--- config.mk ---
export PLATFORM = sky130hd
export DESIGN_NAME = card_evt_reg
export DESIGN_NICKNAME = d
export VERILOG_FILES = /design/src/rtl/card_evt_pkg.sv /design/src/rtl/card_evt_sync.sv /design/src/rtl/card_evt_flag.sv /design/src/rtl/card_evt_combine.sv /design/src/rtl/card_evt_reg.sv
export SDC_FILE = /design/constraint.sdc
export NUM_CORES = 1
export LEC_CHECK = 0
export BUFFER_PORTS_ARGS = -buffer_cell sky130_fd_sc_hd__buf_2
export CELL_PAD_IN_SITES_DETAIL_PLACEMENT = 1
export CELL_PAD_IN_SITES_GLOBAL_PLACEMENT = 1
export CORE_UTILIZATION = 28
export DETAILED_ROUTE_END_ITERATION = 8
export PLACE_DENSITY = 0.81
export SYNTH_ARGS = -nofsm -noshare
export SYNTH_HDL_FRONTEND = slang
export SYNTH_SLANG_ARGS = --single-unit
--- constraint.sdc ---
create_clock -name clk -period 1.2 [get_ports clk]
set_input_delay 0.18 -clock clk [delete_from_list [all_inputs] [get_ports clk]]
set_output_delay 0.18 -clock clk [all_outputs]
set_load 0.01 [all_outputs]
--- src/rtl/card_evt_pkg.sv ---
package card_evt_pkg;
    localparam int EVT_COUNT   = 4;
    localparam int BUS_AW      = 8;
    localparam int BUS_DW      = 8;
    localparam int EVT_BASE    = 4;
    localparam int RING_GROUP  = 1;
    localparam logic [7:0] EVT_REG_ADDR = 8'h1F;

    typedef enum logic {
        EV_CLEAR = 1'b0,
        EV_HELD  = 1'b1
    } ev_state_t;
endpackage

--- src/rtl/card_evt_sync.sv ---
module card_evt_sync #(
    parameter int WIDTH = 4
) (
    input  logic             clk,
    input  logic             rst,
    input  logic [WIDTH-1:0] d_i,
    output logic [WIDTH-1:0] q_o
);
    logic [WIDTH-1:0] stage1_q;
    logic [WIDTH-1:0] stage2_q;

    for (genvar g = 0; g < WIDTH; g++) begin : g_lane
        always_ff @(posedge clk) begin
            if (rst) begin
                stage1_q[g] <= 1'b0;
                stage2_q[g] <= 1'b0;
            end else begin
                stage1_q[g] <= d_i[g];
                stage2_q[g] <= stage1_q[g];
            end
        end
    end

    assign q_o = stage2_q;

    // Counts clean edges since reset so the two-deep check never looks before reset.
    logic [1:0] warm_cnt;
    always_ff @(posedge clk) begin
        if (rst)                 warm_cnt <= 2'd0;
        else if (warm_cnt != 2'd2) warm_cnt <= warm_cnt + 2'd1;
    end

    // the output is the input delayed by two clock edges.
    a_r2_two_stage: assert property (@(posedge clk) disable iff (rst)
        (warm_cnt == 2'd2) |-> (q_o == $past(d_i, 2)));
endmodule

--- src/rtl/card_evt_flag.sv ---
module card_evt_flag
    import card_evt_pkg::*;
(
    input  logic clk,
    input  logic rst,
    input  logic set_i,
    input  logic clr_i,
    output logic held_o
);
    ev_state_t state_q;
    ev_state_t state_d;

    always_comb begin
        state_d = state_q;
        unique case (state_q)
            EV_CLEAR: if (set_i) state_d = EV_HELD;                 // capture
            EV_HELD:  if (clr_i && !set_i) state_d = EV_CLEAR;      // release
            default:  state_d = EV_CLEAR;
        endcase
    end

    always_ff @(posedge clk) begin
        if (rst) state_q <= EV_CLEAR;
        else     state_q <= state_d;
    end

    always_comb begin
        held_o = (state_q == EV_HELD);
    end

    a_r3_sticky: assert property (@(posedge clk) disable iff (rst)
        (held_o && !clr_i) |=> held_o);
    a_r4_clear: assert property (@(posedge clk) disable iff (rst)
        (clr_i && !set_i) |=> !held_o);
    a_r5_set_wins: assert property (@(posedge clk) disable iff (rst)
        set_i |=> held_o);
    a_r9_reset: assert property (@(posedge clk)
        rst |=> !held_o);
endmodule

--- src/rtl/card_evt_combine.sv ---
module card_evt_combine #(
    parameter int WIDTH      = 4,
    parameter int RING_COUNT = 1
) (
    input  logic             clk,
    input  logic             rst,
    input  logic [WIDTH-1:0] flags_i,
    input  logic             pkt_en_i,
    input  logic             ring_en_i,
    input  logic             arm_i,
    output logic             changed_o,
    output logic             stschg_n_o
);
    logic [WIDTH-1:0] gated;

    for (genvar g = 0; g < WIDTH; g++) begin : g_gate
        if (g < RING_COUNT) begin : g_ring
            assign gated[g] = flags_i[g] & ring_en_i;
        end else begin : g_pkt
            assign gated[g] = flags_i[g] & pkt_en_i;
        end
    end

    assign changed_o  = |gated;
    assign stschg_n_o = ~(changed_o & arm_i);

    a_r7_needs_flag: assert property (@(posedge clk) disable iff (rst)
        changed_o |-> (|flags_i));
    a_r7_all_masked: assert property (@(posedge clk) disable iff (rst)
        (!pkt_en_i && !ring_en_i) |-> !changed_o);
    a_r8_disarmed: assert property (@(posedge clk) disable iff (rst)
        !arm_i |-> stschg_n_o);
    a_r8_low_needs_changed: assert property (@(posedge clk) disable iff (rst)
        !stschg_n_o |-> changed_o);
endmodule

--- src/rtl/card_evt_reg.sv ---
module card_evt_reg
    import card_evt_pkg::*;
#(
    parameter int ADDR_W     = BUS_AW,
    parameter int DATA_W     = BUS_DW,
    parameter int N_EVT      = EVT_COUNT,
    parameter int FLAG_LSB   = EVT_BASE,
    parameter int N_RING     = RING_GROUP,
    parameter logic [ADDR_W-1:0] REG_ADDR = EVT_REG_ADDR
) (
    input  logic              clk,
    input  logic              rst,
    input  logic [ADDR_W-1:0] bus_addr,
    input  logic              bus_wr,
    input  logic [DATA_W-1:0] bus_wdata,
    output logic [DATA_W-1:0] bus_rdata,
    input  logic [N_EVT-1:0]  evt_in,
    input  logic              pkt_evt_en,
    input  logic              ring_evt_en,
    input  logic              sig_chg_arm,
    output logic              changed_flag,
    output logic              stschg_n
);
    localparam int FLAG_MSB = FLAG_LSB + N_EVT - 1;

    logic             hit;
    logic [N_EVT-1:0] evt_sync;
    logic [N_EVT-1:0] clr_req;
    logic [N_EVT-1:0] flags;
    logic             unused_wdata;

    assign hit          = (bus_addr == REG_ADDR);
    assign unused_wdata = ^bus_wdata[FLAG_LSB-1:0];

    card_evt_sync #(.WIDTH(N_EVT)) u_sync (
        .clk (clk),
        .rst (rst),
        .d_i (evt_in),
        .q_o (evt_sync)
    );

    for (genvar g = 0; g < N_EVT; g++) begin : g_flag
        assign clr_req[g] = bus_wr & hit & bus_wdata[FLAG_LSB + g];
        card_evt_flag u_flag (
            .clk    (clk),
            .rst    (rst),
            .set_i  (evt_sync[g]),
            .clr_i  (clr_req[g]),
            .held_o (flags[g])
        );
    end

    always_comb begin
        bus_rdata = '0;
        if (hit) bus_rdata[FLAG_MSB:FLAG_LSB] = flags;
    end

    card_evt_combine #(.WIDTH(N_EVT), .RING_COUNT(N_RING)) u_comb (
        .clk        (clk),
        .rst        (rst),
        .flags_i    (flags),
        .pkt_en_i   (pkt_evt_en),
        .ring_en_i  (ring_evt_en),
        .arm_i      (sig_chg_arm),
        .changed_o  (changed_flag),
        .stschg_n_o (stschg_n)
    );

    // a write elsewhere never drops a flag that has no clear of its own.
    a_r1_other_addr: assert property (@(posedge clk) disable iff (rst)
        (bus_wr && !hit && (|flags)) |=> (|flags));
    // reset leaves the pin released.
    a_r9_pin_high: assert property (@(posedge clk)
        rst |=> stschg_n);
endmodule

==> summary.md <==
| Metric | Value |
|---|---|
| GPL Wtd Cong | `0.585` |
| Hold crit path type | `primary input to flip-flop` |
| Initial Util | `31.5%` |
| Final worst clock skew | `0.000188 ns` |
| Full die area | `just under 2000 µm²` |
| P&R area growth vs syn | `38.5%` |
| Fin cells | `100` |
| Sw Pwr | `0.176 mW` |
| Clock tree root buffer cell | `clkbuf_4` |
| Vias | `452` |
| Sequential area share after synthesis | `48.4%` |
| Post-Syn Instances | `between 50 and 60` |
| Internal power | `0.587 mW` |
| Seq cells post-synth | `12` |
| Pleak | `0.351 nW` |
| Comb power frac | `12.9%` |
| CTS Buf Count | `3` |
| Post-layout min period | `1.27 ns` |
| Hold Vio Cnt, Final | `0` |
| Netlist cell types | `14` |
| Total grt overflow | `0` |
| Initial drt markers | `7` |
| Wirelength per Cell | `10.0 µm` |
| WHS Endpoint | `u_sync.stage1_q[2]` |
| Power Dens Cells | `1110 nW/µm²` |
| Max Fclk | `~780 MHz` |
| # clock sinks | `12` |
| TritonCTS clock tree | `built` |
| CP max FO | `2` |
| Final TNS setup | `-0.118 ns` |
| Yosys warns | `0` |
| DIE HEIGHT | `44.1 µm` |
| Failing checks | `negative setup slack` |
| Synth top cells by count | `12 x dfxtp_1, 8 x nand2_1, 8 x nor2b_1` |
| Worst Path Arrival | `between 1 and 1.5 ns` |
| Die width | `between 40 and 50 µm` |
| Clock latency on the worst-skew pair | `0.26 ns` |
| Netlist Area Pre-Place | `497 µm²` |
| Final WS setup | `-0.0746 ns` |
| Critical Path Source Type | `flip-flop` |
| Initial antenna violation count | `0` |
| EDFF count, synth | `0` |
| Crit path from | `g_flag[3].u_flag.held_o` |
| Most common cell in the netlist | `dfxtp_1` |
| Crit end category | `output port` |
| H-tree Lvls | `1` |
| DRT antenna net count | `0` |
| RSZ-0062 raised after global routing | `yes` |
| Top cell type's share of synthesized area | `48.4%` |
| Design Power | `0.763 mW` |
| CORE AREA | `1580 µm²` |
| IO buf count | `27` |
| Reg2Reg Depth | `3` |
| Worst EP required | `1.02 ns` |
| Io pins | `36` |
| FP Rows | `14` |
| Hpwl dp | `775 µm` |
| Final nets | `112` |
| Area contributors post-synth | `dfxtp_1 48%, nor2b_1 10%, buf_4 6.0%` |
| Top_reg_cell synth | `dfxtp_1` |
| Hold path depth | `2` |
| Asr flop ratio synth | `0%` |
| Placed Cells incl. Taps | `95` |
| Clock group share of total power | `30.9%` |
| Via density | `roughly 4.5` |
| Reg power frac | `about 56%` |
| Post-synth top area cell | `dfxtp_1` |
| Hold slack | `0.121 ns` |
| Share of cells above drive strength 1 | `45.2%` |
| R2R setup slack | `0.46 ns` |
| Final Cycle Share | `106%` |
| Largest net degree at the start of global routing | `13` |
| Clock slew at reported path FFs | `~0.07 ns` |
| Slew Viols, Final | `0` |
| Launching point of the worst reg2reg path | `g_flag[3].u_flag.held_o` |
| DRT Wirelength | `1.00 mm` |
| First-pass GRT wire length | `1.52 mm` |
| Vias in the first global route | `404` |
| Pre-antenna DRT Iters | `5` |
| Number of remaining DRC errors | `0` |
| RR Endpoint | `g_flag[3].u_flag.held_o` |
| GR Util All Layers | `around 12%` |
| Max Cap Viol | `0` |
| Setup Viol. Count Final | `2` |
| VDD IR max | `546 µV` |
| Run status | `finished, violations left` |
| Syn avg cell area | `about 9.4 µm²` |
| Ant diodes | `0` |
| Buffer depth of the longest clock path | `2` |
| Net Sw Frac | `23.0%` |
| Hold path start | `evt_in[2]` |
| Critical path class | `flip-flop to output port` |
==> worst max path at each step <==
stage,cells past startpoint,end
2_1_floorplan,3,bus_rdata[4]
3_3_place_gp,5,bus_rdata[5]
3_5_place_dp,5,bus_rdata[7]
4_1_cts,4,stschg_n
5_1_grt,4,stschg_n
6_report,4,stschg_n
==> layout make-up <==
type,instances,area [µm²]
fillers,195,888
flip-flops and latches,12,243
multi-input cells,39,239
repair buffers,30,164
clock buffers,3,22.5
well taps,16,20.0
==> worst max-delay path, stage by stage, from the launching register on <==
cell     delay [ns]
dfxtp_2        0.33
o31ai_2        0.24
nand2_1        0.09
nand2_1        0.06
buf_2          0.12
==> cells in the final DEF, fill, tap and decap left out, types with 2 or more instances in the layout <==
master / count
a211oi_1: 3
and2_1: 4
buf_2: 26
buf_4: 3
clkbuf_4: 3
conb_1: 4
dfxtp_1: 10
dfxtp_2: 2
nand2_1: 8
nor2_1: 7
nor2b_1: 8
==> cells by family after synthesis <==
logic type	count (synthesis)	synth area share, %
AO/OA/AOI/OAI	6	8.56
flip-flops	12	48.4
other	1	0.755
AND/OR/NAND/NOR	29	35.5
buffers and inverters	5	6.80
==> registers in the layout, summed over array words and instances, names as in the netlist <==
| signal | flops |
|---|---|
| g_flag.u_flag.held_o | 4 |
| u_sync.q_o | 4 |
| u_sync.stage1_q | 4 |
==> metal layers <==
layer,global-route usage [%],up-vias,wire length (µm),share of wire (%)
met2,21.5,27,540,54
met5,0,-,0,0
met3,4.49,0,107,11
met1,9.32,199,352,35
met4,9.09,0,0,0
li1,-,226,-,-
==> power by group through the flow <==
| stage | Clock, mW | Sequential (mW) | Combinational (mW) |
|---|---|---|---|
| 3_5_place_dp | 0 | 0.436 | 0.0934 |
| 5_1_grt | 0.272 | 0.431 | 0.110 |
| 3_3_place_gp | 0 | 0.435 | 0.0898 |
| 2_1_floorplan | 0 | 0.433 | 0.0545 |
| 6_report | 0.236 | 0.429 | 0.0983 |
| 4_1_cts | 0.255 | 0.428 | 0.0977 |
==> what timing repair did <==
action,CTS,global route
hold buffers,0,0
gates resized for setup,2,2
setup endpoints to repair,2,6
pin swaps,3,1
setup buffers,1,1
==> stage by stage <==
step           util, %  area, µm²  setup WS, ns
5_1_grt           43.7        688        -0.128
6_report          43.7        688       -0.0746
3_3_place_gp      40.4        637        0.0717
3_5_place_dp      40.4        637        0.0486
2_1_floorplan        -        508         0.217
4_1_cts           42.7        673       -0.0723
No activity file was read; power rests on OpenSTA's default activity.
